### src/rtl/irq_vc_pkg.sv
package irq_vc_pkg;
  localparam int unsigned NUM_EXT = 4;
  localparam int unsigned EXT_POS [NUM_EXT] = '{11, 12, 29, 30};
  typedef enum logic [1:0] {ST_IDLE, ST_FETCH, ST_DONE} seq_st_e;
endpackage

### src/rtl/irq_pend_reg.sv
module irq_pend_reg
  import irq_vc_pkg::*;
#(
  parameter int unsigned N_SRC = 32
) (
  input  logic               clk_i,
  input  logic               rst_ni,
  input  logic [NUM_EXT-1:0] ext_i,
  input  logic               clr_we_i,
  input  logic [N_SRC-1:0]   clr_mask_i,
  output logic [N_SRC-1:0]   pend_o
);
  logic [NUM_EXT-1:0] ext_q;
  logic [NUM_EXT-1:0] rise;
  logic [N_SRC-1:0]   set_vec;
  logic [N_SRC-1:0]   pend_q;

  assign rise = ext_i & ~ext_q;

  always_comb begin
    set_vec = '0;
    for (int k = 0; k < NUM_EXT; k++) set_vec[EXT_POS[k]] = rise[k];
  end

  always_ff @(posedge clk_i or negedge rst_ni) begin
    if (!rst_ni) begin
      ext_q  <= '0;
      pend_q <= '0;
    end else begin
      ext_q  <= ext_i;
      // set beats clear on the same bit
      pend_q <= (pend_q & ~(clr_we_i ? clr_mask_i : '0)) | set_vec;
    end
  end

  assign pend_o = pend_q;
endmodule

### src/rtl/irq_pick.sv
module irq_pick #(
  parameter int unsigned N_SRC = 32,
  localparam int unsigned IW   = $clog2(N_SRC)
) (
  input  logic [N_SRC-1:0] req_i,
  output logic             hit_o,
  output logic [IW-1:0]    idx_o
);
  // source 0 is the global mask, never a candidate
  always_comb begin
    hit_o = 1'b0;
    idx_o = '0;
    for (int i = N_SRC - 1; i >= 1; i--) begin
      if (req_i[i]) begin
        hit_o = 1'b1;
        idx_o = IW'(i);
      end
    end
  end
endmodule

### src/rtl/irq_seq.sv
module irq_seq
  import irq_vc_pkg::*;
#(
  parameter int unsigned AW       = 32,
  parameter int unsigned IW       = 5,
  parameter logic [AW-1:0] VEC_BASE = 32'h0101_0180
) (
  input  logic          clk_i,
  input  logic          rst_ni,
  input  logic          take_i,
  input  logic [IW-1:0] idx_i,
  input  logic          gie_i,
  input  logic [AW-1:0] pc_i,
  input  logic [AW-1:0] fetch_pc_i,
  input  logic          mem_rvalid_i,
  input  logic [AW-1:0] mem_rdata_i,
  output logic          idle_o,
  output logic          mem_req_o,
  output logic [AW-1:0] mem_addr_o,
  output logic          redirect_o,
  output logic [AW-1:0] new_pc_o,
  output logic [AW-1:0] epc_o,
  output logic [AW-1:0] eip_o
);
  seq_st_e       st_q;
  logic [IW-1:0] idx_q;
  logic [AW-1:0] epc_q, eip_q, npc_q;

  always_ff @(posedge clk_i or negedge rst_ni) begin
    if (!rst_ni) begin
      st_q  <= ST_IDLE;
      idx_q <= '0;
      epc_q <= '0;
      eip_q <= '0;
      npc_q <= '0;
    end else begin
      unique case (st_q)
        ST_IDLE: if (take_i) begin
          epc_q <= {fetch_pc_i[AW-1:2], 1'b0, gie_i};
          eip_q <= pc_i;
          idx_q <= idx_i;
          st_q  <= ST_FETCH;
        end
        ST_FETCH: if (mem_rvalid_i) begin
          npc_q <= mem_rdata_i;
          st_q  <= ST_DONE;
        end
        default: st_q <= ST_IDLE;
      endcase
    end
  end

  assign idle_o     = (st_q == ST_IDLE);
  assign mem_req_o  = (st_q == ST_FETCH);
  assign mem_addr_o = VEC_BASE + {{(AW-IW-2){1'b0}}, idx_q, 2'b00};
  assign redirect_o = (st_q == ST_DONE);
  assign new_pc_o   = npc_q;
  assign epc_o      = epc_q;
  assign eip_o      = eip_q;
endmodule

### src/rtl/irq_vector_ctrl.sv
module irq_vector_ctrl
  import irq_vc_pkg::*;
#(
  parameter int unsigned CR_AW   = 16,
  parameter int unsigned DW      = 32,
  parameter logic [CR_AW-1:0] PEND_ADDR = 16'h0004,
  parameter logic [CR_AW-1:0] EN_ADDR   = 16'h0006,
  parameter logic [DW-1:0]    VEC_BASE  = 32'h0101_0180,
  localparam int unsigned IW = $clog2(DW)
) (
  input  logic               clk_i,
  input  logic               rst_ni,
  input  logic               cr_we_i,
  input  logic [CR_AW-1:0]   cr_addr_i,
  input  logic [DW-1:0]      cr_wdata_i,
  output logic [DW-1:0]      cr_rdata_o,
  input  logic [NUM_EXT-1:0] ext_irq_i,
  input  logic               boundary_i,
  input  logic [DW-1:0]      pc_i,
  input  logic [DW-1:0]      fetch_pc_i,
  output logic               mem_req_o,
  output logic [DW-1:0]      mem_addr_o,
  input  logic               mem_rvalid_i,
  input  logic [DW-1:0]      mem_rdata_i,
  output logic               busy_o,
  output logic               redirect_valid_o,
  output logic [DW-1:0]      new_pc_o,
  output logic [DW-1:0]      epc_o,
  output logic [DW-1:0]      eip_o
);
  logic [DW-1:0] pend_q, en_q;
  logic          hit, idle, take;
  logic [IW-1:0] win_idx;

  irq_pend_reg #(.N_SRC(DW)) u_pend (
    .clk_i, .rst_ni,
    .ext_i      (ext_irq_i),
    .clr_we_i   (cr_we_i && cr_addr_i == PEND_ADDR),
    .clr_mask_i (cr_wdata_i),
    .pend_o     (pend_q)
  );

  irq_pick #(.N_SRC(DW)) u_pick (
    .req_i (pend_q & en_q),
    .hit_o (hit),
    .idx_o (win_idx)
  );

  assign take = idle && boundary_i && en_q[0] && hit;

  always_ff @(posedge clk_i or negedge rst_ni) begin
    if (!rst_ni) en_q <= '0;
    else begin
      if (cr_we_i && cr_addr_i == EN_ADDR) en_q <= cr_wdata_i;
      if (take) en_q[0] <= 1'b0;
    end
  end

  irq_seq #(.AW(DW), .IW(IW), .VEC_BASE(VEC_BASE)) u_seq (
    .clk_i, .rst_ni,
    .take_i       (take),
    .idx_i        (win_idx),
    .gie_i        (en_q[0]),
    .pc_i, .fetch_pc_i,
    .mem_rvalid_i, .mem_rdata_i,
    .idle_o       (idle),
    .mem_req_o, .mem_addr_o,
    .redirect_o   (redirect_valid_o),
    .new_pc_o, .epc_o, .eip_o
  );

  assign busy_o = !idle;

  always_comb begin
    if (cr_addr_i == PEND_ADDR)    cr_rdata_o = pend_q;
    else if (cr_addr_i == EN_ADDR) cr_rdata_o = en_q;
    else                           cr_rdata_o = '0;
  end
endmodule

### config.mk
export PLATFORM = sky130hd
export DESIGN_NAME = irq_vector_ctrl
export DESIGN_NICKNAME = d
export VERILOG_FILES = /design/src/rtl/irq_vc_pkg.sv /design/src/rtl/irq_pend_reg.sv /design/src/rtl/irq_pick.sv /design/src/rtl/irq_seq.sv /design/src/rtl/irq_vector_ctrl.sv
export SDC_FILE = /design/constraint.sdc
export NUM_CORES = 1
export LEC_CHECK = 0
export CAP_MARGIN = 20
export CORE_MARGIN = 3
export CORE_UTILIZATION = 46
export DETAILED_ROUTE_END_ITERATION = 8
export PLACE_DENSITY_LB_ADDON = 0.25
export SYNTH_ARGS = -nofsm -noshare
export SYNTH_HDL_FRONTEND = slang
export SYNTH_SLANG_ARGS = --single-unit
### constraint.sdc
create_clock -name clk_i -period 2.95 [get_ports clk_i]
set_input_delay 0.4425 -clock clk_i [delete_from_list [all_inputs] [get_ports clk_i]]
set_output_delay 0.4425 -clock clk_i [all_outputs]
set_load 0.05 [all_outputs]
# Word-level counts from Yosys, hierarchy flattened
# Index checks and enable logic that the tools add are counted.
word_totals:
  ff_bits: 170
  input_bits: 153
  out_inout_bits: 163
  elab_cells: 103
classes:
  addsub: 1
  eq_ne: 6
  mux: 70
  bitwise_logic: 6
  n_reduce_logical: 11
op_table:
  columns: ["cell", "count"]
  rows:
  - ["$mux W5", 31]
  - ["$mux W32", 3]
  - ["$and A32 B32 Y32", 2]
  - ["$mux W1", 33]
  - ["$eq A16 B3 Y1 const B", 2]
  - ["$not A32 Y32", 1]
  - ["$or A32 B31 Y32", 1]
  - ["$add A25 B7 Y26 const A", 1]
  - ["$reduce_and A2 Y1", 3]
  - ["$logic_and A1 B1 Y1", 5]
  - ["$and A4 B4 Y4", 1]
  - ["$mux W2", 2]
  - ["$ne A2 B1 Y1 const B", 2]
  - ["$not A4 Y4", 1]
  - ["$pmux W2 S2", 1]
  - ["$eq A2 B1 Y1 const B", 1]
  - ["$eq A2 B2 Y1 const B", 1]
  - ["$logic_not A2 Y1", 1]
  - ["$reduce_bool A2 Y1", 1]
  - ["$logic_not A1 Y1", 1]

# Depth between registers and ports, before layout
# Gate-level depths: netlist (run 1).
depth:
  depth_word: 35
  depth_mapped: 8
  depth_no_buf: 6

# Hierarchy
# Synthesis (run 1) repeated with hierarchy kept, for this count alone.
hier_totals:
  hier_cells: 553
  hier_area_um2: 7449.6
by_module_without_submodules:
  columns: ["module", "instances", "cells_per_inst", "area_per_inst_um2", "seq_area_each_um2"]
  rows:
  - ["irq_seq", 1, 251, 4037.6, 2552.4]
  - ["irq_vector_ctrl", 1, 153, 1828.0, 800.8]
  - ["irq_pend_reg", 1, 79, 1202.4, 900.9]
  - ["irq_pick", 1, 70, 381.6, 0.0]

# Least setup slack after synthesis (run 1)
# No wires, ideal clock.
synth_timing:
  path_type: "input port to output port"
  startpoint: "in cr_addr_i[1]"
  endpoint: "out cr_rdata_o[10]"
  arrival_ns: 1.988
  t_required_ns: 2.508
  setup_slack_ns: 0.519
  stages: 4
  path_buffers: 2
  cell_sequence: "clkbuf_1 -> buf_1 -> mux2i_1 -> nor2_1"
synth_via:
  elab_chain_len: 3
  word_cells_on_any_way: 4
  classes_between: "eq/ne: 2; mux: 2"
synth_lines:
  columns: ["element", "line_no", "rtl"]
  rows:
  - ["start, declared", "irq_vector_ctrl.sv:14", "input logic [CR_AW-1:0] cr_addr_i,"]
  - ["$eq A16 B3 Y1", "irq_vector_ctrl.sv:76", "else if (cr_addr_i == EN_ADDR) cr_rdata_o = en_q;"]
  - ["$mux W32", "irq_vector_ctrl.sv:76", null]
  - ["$mux W32 *", "irq_vector_ctrl.sv:75", "if (cr_addr_i == PEND_ADDR) cr_rdata_o = pend_q;"]
  - ["end, declared", "irq_vector_ctrl.sv:16", "output logic [DW-1:0] cr_rdata_o,"]
# Every way passes the cells marked *; elsewhere a longest branch is shown, timed or not.

# Final worst setup path (run 1)
layout_timing:
  startpoint: "in cr_addr_i[14]"
  endpoint: "out cr_rdata_o[28]"
# The elaborated chain is that of the path after synthesis.

==> out/summary.txt, run 1 <==
outcome: finished, final reports clean
largest net degree at the start of global routing: 74
Clock Latency Late Sink: 0.42 ns
hold_buf cts: 0
fin crit share: 0.832
number of synthesized flops with an enable pin: 0
die span in x: 133 um
RSZ-0062 raised after global routing: false
sw frac: 0.234
Setup CP Type: input port to primary output
global route total overflow: 0
fillers: 1128
main combinational cell family by area after synthesis: simple AND/OR/NAND/NOR gates
WL final: 20500 um
synth cell count leaders: nand2_1, dfrtp_1, mux2_2, nor2_1, mux2i_1
pwr/cell area: 465 nW/um^2
CTS H-tree lvls: 4
Clock power frac: 0.433
Pint: 4.04 mW
Seq pwr share: 0.453
Initial DRT Pass Iterations: 5
# diodes: 0
Final Hold Fails: 0
Buffers on Ports: 285
worst-case reg-to-reg path depth: 7
normalized max-slew margin: 0.553
initial core utilization: 0.480
Primary FF master, synth: dfrtp_1
HP Class: input port to asynchronous set/reset pin
Leak: 5.42 nW
top-level I/O count: 316
XOR/XNOR Fraction of Synth Area: 0
WP data arrival: 2.01 ns
gpl congestion: 0.844
Synth Area in Adders: 0
mux contribution to synthesized area: 0.139
layout cell share with drive strength beyond 1: 0.138
Crit-path slowest cell: clkdlybuf4s50_1
Worst Setup End Kind: primary output
leading area contributor after synthesis: dfrtp_1
DRT iter0 DRCs: 241
Logic pwr share: 0.114
CTS tree: built
post-synth top area share: 0.570
post-synthesis simple-gate area fraction: 0.151
Num CTS Buffers: 17
startpoint class of the critical path: input port
Max Cap Viol: 0
detailed-route via count: 5958
synth warn: 0
post-route ant nets: 0
Reg clk slew, reported paths: 0.06 ns
crit path time final: 2.46 ns
Clock Path Buffers: 2
clock root cell: clkbuf_16
Area growth, synth to finish: 52.2%
sw power: 1.23 mW
cell with the most instances after synthesis: nand2_1
residual DRC count: 0
Async SR Flop Fraction: 1.00
Worst Path Max Fanout: 34
full die area: 17800 um^2
vias in the first global route: 6234
first-pass GRT wire length: 32600 um
core area: 15500 um^2
Setup Viol. Count Final: 0
CP Cell Sequence: clkdlybuf4s50_1 -> nor4b_1 -> nand4_1 -> buf_4 -> nor2_1 -> buf_12
flop-to-flop setup slack: 0.57 ns
Total Power: 5.27 mW
Slew @ Worst Pin: 0.671 ns
Crit path max-delay family: buffers and inverters
post-synth design cell area: 7460 um^2
post-synthesis compound-gate area fraction: 0.0800
multi-input logic area: 2880 um^2
Worst Skew: 0.00853 ns
clk sink count: 170
Hold WS: 0.0189 ns
CP Data Required Time: 2.51 ns
Post-CTS Setup Bufs: 0
number of synthesized register bits: 170
RR Startpoint: en_q[23]$_DFFE_PN0P_
Die H: 133 um
crit path buf inv count: 3
register area: 4250 um^2
CP peak stage delay: 0.40 ns
VDD IR max: 0.412 mV
drt via density: 4.94
Syn Area/Cell: 10.7 um^2
nets@finish: 1138
WL per Instance: 17.0 um
Fmax achieved: 407 MHz
sequential share of the synthesized area: 0.570
number of antenna violations at the first check in global routing: 0
Final Max Tran Viols: 0
HPWL after DPL: 15300 um
Syn Inst Count: 700
synth top area cells: dfrtp_1, nand2_1, mux2_2
Tot GR Track Use: 0.231
post-synth cell types: 44
CTS resizes: 0
R2R Path End: u_seq.eip_o[9]$_DFFE_PN0P_
TNS Setup: 0 ns
FP Rows: 45
[through the flow]
| step | std cells | worst slack (ns) | cell area (um^2) | utilization |
|---|---|---|---|---|
| final | 1207 | 0.495 | 11400 | 0.730 |
| after global routing | 1207 | 0.380 | 11400 | 0.730 |
| after CTS | 1207 | 0.479 | 11400 | 0.730 |
| after detailed placement | 1177 | 0.401 | 10700 | 0.691 |
| after global placement | 1177 | 0.463 | 10700 | 0.691 |
| after floorplan | 726 | 0.519 | 7550 | - |
[per-layer routing]
metal | track usage | up-vias | wire [um]
li1 | - | 2862 | -
met1 | 0.271 | 2851 | 7950
met2 | 0.391 | 225 | 10100
met3 | 0.0986 | 20 | 2110
met4 | 0.0657 | 0 | 263
met5 | 0 | - | 0
[power by group through the flow]
stage	clock network (mW)	registers (mW)	logic, mW
2_1_floorplan	0	2.56	0.161
3_3_place_gp	0	2.43	0.601
3_5_place_dp	0	2.43	0.604
4_1_cts	2.34	2.39	0.608
5_1_grt	2.43	2.39	0.634
6_report	2.28	2.39	0.602
[registers in the layout (all words and copies together) (netlist names)]
signal	count
u_pend.pend_o	32
u_seq.eip_o	32
u_seq.new_pc_o	32
u_pend.ext_q	4
en_q	32
u_seq.st_q	2
u_seq.idx_q	5
u_seq.epc_o	31
[layout by cell type, fill, tap and decap left out, types with 3 or more instances in the layout]
cell type,Yosys,routed
a22o_1,5,5
buf_4,28,10
a21boi_0,28,28
nand4_1,3,3
nor2_1,40,40
mux2i_1,33,33
clkinvlp_4,0,3
clkbuf_8,0,3
mux2_2,55,55
a22oi_1,10,10
dfrtp_1,170,170
mux2_1,8,8
clkdlybuf4s50_1,0,251
clkbuf_16,0,17
nand2_1,219,219
o21ai_0,10,10
nand3_1,4,4
conb_1,2,28
buf_12,0,35
a31oi_1,3,3
a21oi_1,7,6
inv_1,10,10
o21ai_1,3,3
bufinv_16,0,3
a32oi_1,4,4
[logic make-up after synthesis]
| logic type | count (synthesis) |
|---|---|
| AND/OR/NAND/NOR | 280 |
| other | 2 |
| buffers and inverters | 69 |
| flip-flops | 170 |
| AO/OA/AOI/OAI | 83 |
| multiplexers | 96 |
[cell type report]
class | count | share of cell area
flip-flops and latches | 170 | 0.375
well taps | 211 | 0.0233
multi-input cells | 487 | 0.254
repair buffers | 298 | 0.291
inverters | 11 | 0.00364
clock buffers | 21 | 0.0414
clock inverters | 9 | 0.0122
[worst max-delay path by stage]
stage                     slack (ns)          start  cells after the start                    to
after detailed placement        0.40   cr_addr_i[2]                      8  en_q[24]$_DFFE_PN0P_
final                           0.49  cr_addr_i[14]                      6        cr_rdata_o[28]
after global placement          0.46   cr_addr_i[2]                      8  en_q[22]$_DFFE_PN0P_
after floorplan                 0.52   cr_addr_i[1]                      4        cr_rdata_o[10]
after CTS                       0.48  cr_addr_i[14]                      6        cr_rdata_o[28]
after global routing            0.38   cr_addr_i[2]                      6        cr_rdata_o[28]
(Power assumes the default switching activity.)
==> run 2, diff against run 1 <==
CORE_UTILIZATION = 43   (was 46)
clock period = 2.5 ns   (was 2.95 ns; I/O delays follow)
==> run 2 against run 1 <==
- register-to-register slack worse by 0.29 ns
- count of clock-buffer cells in the layout increased by 1
- sequential share of layout area down 0.52 points
- combinational power grew 19%
- critical path depth decreased by 4
- critical endpoint is now mem_req_o
- highest routed layer unchanged
==> out/summary.txt, run 2 (synthesis gave the netlist of run 1 again) <==
fin crit share: 0.913
top-level I/O count: 316
Setup CP Type: flop to primary output
Top Usage Layer GRT: met2
Leak: 5.49 nW
clk sink count: 170
met3 usage: 0.0957
clock root cell: clkbuf_16
DRT iter0 DRCs: 336
TNS Setup: 0 ns
Buffers on Ports: 285
Placed Instances: 1187
RR Startpoint: en_q[23]$_DFFE_PN0P_
Setup crit start: u_seq.st_q[0]$_DFFE_PN0P_
RSZ-0062 raised after global routing: false
drt via density: 4.99
commonest non-fill, non-tap cell in the layout: clkdlybuf4s50_1
vias in the first global route: 6291
Fmax achieved: 438 MHz
worst-case reg-to-reg path depth: 7
detailed-route via count: 6087
first-pass GRT wire length: 32500 um
initial core utilization: 0.445
HPWL after DPL: 15200 um
die span in x: 138 um
CTS resizes: 0
Worst Skew: 0.00893 ns
crit path time final: 2.28 ns
WL final: 20900 um
nets@finish: 1140
Setup Viol. Count Final: 0
grt met2 use: 0.366
pwr/cell area: 572 nW/um^2
CTS H-tree lvls: 4
Clock Path Buffers: 2
Worst Setup End Kind: primary output
Clock Latency Late Sink: 0.43 ns
gpl congestion: 0.771
WL per Instance: 17.1 um
Post-CTS Setup Bufs: 0
global route total overflow: 0
Area growth, synth to finish: 54.3%
CP peak stage delay: 0.86 ns
Final Max Tran Viols: 0
Num CTS Buffers: 17
HP Class: flop to flop
WP data arrival: 1.91 ns
Tot GR Track Use: 0.223
largest net degree at the start of global routing: 63
most frequent cells in the layout: clkdlybuf4s50_1, nand2_1, dfrtp_1
Reg clk slew, reported paths: 0.07 ns
Die H: 138 um
normalized max-slew margin: 0.589
number of antenna violations at the first check in global routing: 1
Initial DRT Pass Iterations: 5
residual DRC count: 0
startpoint class of the critical path: flop
crit path buf inv count: 1
CTS tree: built
Slew @ Worst Pin: 0.616 ns
met1 Track Usage GR: 0.259
outcome: finished, final reports clean
fillers: 1267
layout cell share with drive strength beyond 1: 0.139
critical path depth in cells: 2
CP Cell Sequence: nor2b_1 -> clkdlybuf4s50_1
Crit-path slowest cell: clkdlybuf4s50_1
Final Hold Fails: 0
Post-Layout Cell Count: 1221
core area: 16800 um^2
VDD IR max: 0.475 mV
Max Cap Viol: 0
CP Data Required Time: 2.12 ns
Hold Crit Start: u_pend.ext_q[2]$_DFF_PN0_
crit path to: mem_req_o
full die area: 19000 um^2
FP Rows: 47
Worst Path Max Fanout: 3
R2R Path End: u_seq.epc_o[14]$_DFFE_PN0P_
Crit path max-delay family: buffers and inverters
post-route ant nets: 0
flop-to-flop setup slack: 0.28 ns
==> run 2: cell count changes in the layout (fill, tap and decap cells not counted) <==
| cell | before | now |
|---|---|---|
| bufinv_16 | 3 | 6 |
| diode_2 | 0 | 1 |
| inv_6 | 2 | 0 |
| clkbuf_1 | 1 | 2 |
| clkinvlp_4 | 3 | 2 |
| buf_4 | 10 | 7 |
| buf_12 | 35 | 39 |
| dlygate4sd3_1 | 0 | 1 |
| clkinv_4 | 1 | 2 |
==> run 2: layout make-up <==
type                            instances  area [um^2]  share of cell area
Clock buffer                           22          474              0.0412
Multi-Input combinational cell        487         2880               0.250
Tap cell                              220          275              0.0239
Sequential cell                       170         4250               0.370
Antenna cell                            1         2.50            0.000217
Timing Repair Buffer                  300         3370               0.293
Inverter                               11         41.3             0.00359
Clock inverter                         10          213              0.0185
==> run 2: what timing repair did <==
item,CTS,global route
endpoints found under the setup margin,0,0
hold buffers,1,0
endpoints found under the hold margin,57,0
==> run 2: how the worst min path moves through the flow <==
stage / end / cells past startpoint / slack [ns]
floorplan: en_q[0]$_DFFE_PN0P_ / 0 / 0.08
global placement: u_pend.pend_o[29]$_DFF_PN0_ / 1 / 0.40
detailed placement: u_pend.pend_o[29]$_DFF_PN0_ / 1 / 0.40
CTS: u_pend.ext_q[2]$_DFF_PN0_ / 1 / 0.40
global route: u_pend.ext_q[2]$_DFF_PN0_ / 1 / 0.41
finish: u_pend.pend_o[29]$_DFF_PN0_ / 1 / 0.41
==> run 2: where the power goes <==
part / internal (mW) / switching (mW)
clock network: 1.96 / 1.09
logic: 0.328 / 0.388
registers: 2.80 / 0.0221
==> run 2: layer usage <==
metal / wire, um / part of all wire
met1: 7920 / 0.38
met2: 10300 / 0.49
met3: 2210 / 0.11
met4: 435 / 0.021
met5: 0 / 0
==> run 2: per-stage QoR <==
step | power (mW) | util | cell area, um^2 | worst slack [ns] | hold WS (ns)
after floorplan | 3.21 | - | 7550 | 0.204 | 0.0794
after global placement | 3.58 | 0.645 | 10800 | 0.190 | 0.395
after detailed placement | 3.59 | 0.645 | 10800 | 0.156 | 0.398
after CTS | 6.64 | 0.687 | 11500 | 0.197 | 0.397
after global routing | 6.79 | 0.687 | 11500 | 0.0580 | 0.405
final | 6.58 | 0.687 | 11500 | 0.217 | 0.406
==> run 3, diff against run 2 <==
GPL_TIMING_DRIVEN = 0   (was unset)
==> run 3 against run 2 <==
- non-clock buffer count increased by 46
- fmax shrank 5.2%
- final cell count increased by 3.7%
- critical path type is now input port to primary output
==> out/summary.txt, run 3 (synthesis gave the netlist of run 1 again) <==
Logic pwr share: 0.119
CTS tree: built
RSZ-0062 raised after global routing: true
WP data arrival: 2.03 ns
global route total overflow: 0
Worst Setup End Kind: primary output
sw power: 1.54 mW
Reg clk slew, reported paths: 0.07 ns
vias in the first global route: 6233
sw frac: 0.246
Clock power frac: 0.430
clk sink count: 170
startpoint class of the critical path: input port
WL per Instance: 16.7 um
Place WS: -0.863 ns
commonest non-fill, non-tap cell in the layout: clkdlybuf4s50_1
Crit-path slowest cell: clkdlybuf4s50_1
# diodes: 0
CP Data Required Time: 2.12 ns
top-level I/O count: 316
Die H: 138 um
CP peak stage delay: 0.40 ns
Leak: 5.53 nW
crit path time final: 2.41 ns
VDD IR max: 0.477 mV
Worst Path Max Fanout: 10
Area growth, synth to finish: 51.4%
Clock Latency Late Sink: 0.43 ns
Seq pwr share: 0.451
number of antenna violations at the first check in global routing: 0
Post-Layout Cell Count: 1266
post-route ant nets: 0
layout cell share with drive strength beyond 1: 0.172
Slew @ Worst Pin: 0.759 ns
Setup Viol. Count Final: 0
detailed-route via count: 6217
core area: 16800 um^2
Placed Instances: 1231
drt via density: 4.91
HP Class: flop to flop
WL final: 21200 um
outcome: finished, final reports clean
nets@finish: 1186
residual DRC count: 0
Final WS setup: 0.0918 ns
CTS H-tree lvls: 4
HPWL after DPL: 15800 um
most frequent cells in the layout: clkdlybuf4s50_1, nand2_1, dfrtp_1
Pint: 4.71 mW
clock root cell: clkbuf_16
normalized max-slew margin: 0.494
initial core utilization: 0.445
fillers: 1374
Setup CP Type: input port to primary output
Final Max Tran Viols: 0
fin crit share: 0.963
full die area: 19000 um^2
Max Cap Viol: 0
Worst Skew: 0.0112 ns
die span in x: 138 um
first-pass GRT wire length: 32300 um
Buffers on Ports: 284
pwr/cell area: 553 nW/um^2
Hold WS: 0.414 ns
Initial DRT Pass Iterations: 5
FP Rows: 47
Fmax achieved: 415 MHz
Final Hold Fails: 0
CP Cell Sequence: clkdlybuf4s50_1 -> nor4_1 -> nand4_1 -> buf_4 -> clkbuf_2 -> nor2_2 -> buf_6
gpl congestion: 0.825
Num CTS Buffers: 17
largest net degree at the start of global routing: 102
Clock Path Buffers: 2
DRT iter0 DRCs: 309
Tot GR Track Use: 0.221
## run 3: cell types whose count changed in the layout (fill, tap and decap cells not counted), moves of 4 or more
cell / change
bufinv_16: -4
clkbuf_1: +4
clkbuf_2: +4
buf_1: +4
clkbuf_4: +4
buf_12: -39
buf_6: +13
buf_2: +16
buf_4: +34
## run 3: stage by stage
stage	TNS, ns	instance area (um^2)	total power, mW	util
6_report	0	11300	6.25	0.673
5_1_grt	-0.0879	11300	6.49	0.673
4_1_cts	0	11300	6.31	0.672
3_5_place_dp	-27.72	10700	3.61	0.639
3_3_place_gp	-1063.06	10700	3.60	0.637
2_1_floorplan	0	7550	3.21	-
## run 3: power by group through the flow
stage	sequential [mW]	combinational, mW	clock, mW
2_1_floorplan	3.02	0.190	0
3_3_place_gp	2.87	0.736	0
3_5_place_dp	2.87	0.745	0
4_1_cts	2.82	0.750	2.75
5_1_grt	2.82	0.788	2.88
6_report	2.82	0.746	2.68
## run 3: routing by layer
metal / vias to the layer above / part of all wire / track usage
li1: 2953 / - / -
met1: 2986 / 0.40 / 0.274
met2: 250 / 0.49 / 0.360
met3: 28 / 0.095 / 0.0829
met4: 0 / 0.017 / 0.0708
met5: - / 0 / 0
## run 3: layout make-up
class | instances | area (um^2) | area share
sequential | 170 | 4250 | 0.377
multi-input combinational | 487 | 2880 | 0.256
timing repair buffer | 289 | 2830 | 0.251
clock buffer | 20 | 467 | 0.0413
buffer | 57 | 393 | 0.0348
tap | 220 | 275 | 0.0244
clock inverter | 12 | 140 | 0.0124
inverter | 11 | 41.3 | 0.00366
## run 3: worst paths after layout
kind / from / end / slack (ns) / cells after the start
max: cr_addr_i[9] / cr_rdata_o[1] / 0.09 / 7
min: u_pend.ext_q[1]$_DFF_PN0_ / u_pend.pend_o[12]$_DFF_PN0_ / 0.41 / 1
max reg2reg: en_q[23]$_DFFE_PN0P_ / u_seq.epc_o[9]$_DFFE_PN0P_ / 0.35 / 8
min reg2reg: u_pend.ext_q[1]$_DFF_PN0_ / u_pend.pend_o[12]$_DFF_PN0_ / 0.41 / 1
max in group asynchronous: rst_ni / u_seq.epc_o[8]$_DFFE_PN0P_ / 1.17 / 3
min in group asynchronous: rst_ni / u_seq.new_pc_o[25]$_DFFE_PN0P_ / 0.46 / 2
## run 3: worst max-delay path, delay by kind of cell
family                 cells  cell delay [ns]
and+or+nand+nor            3             0.67
buffers and inverters      4             0.98
## run 3: timing repair
item,CTS,global route
setup endpoints to repair,32,32
endpoints found under the hold margin,69,0
pin swaps,1,0
buffers inserted,3,0
hold buffers,1,0
resized for setup,141,59
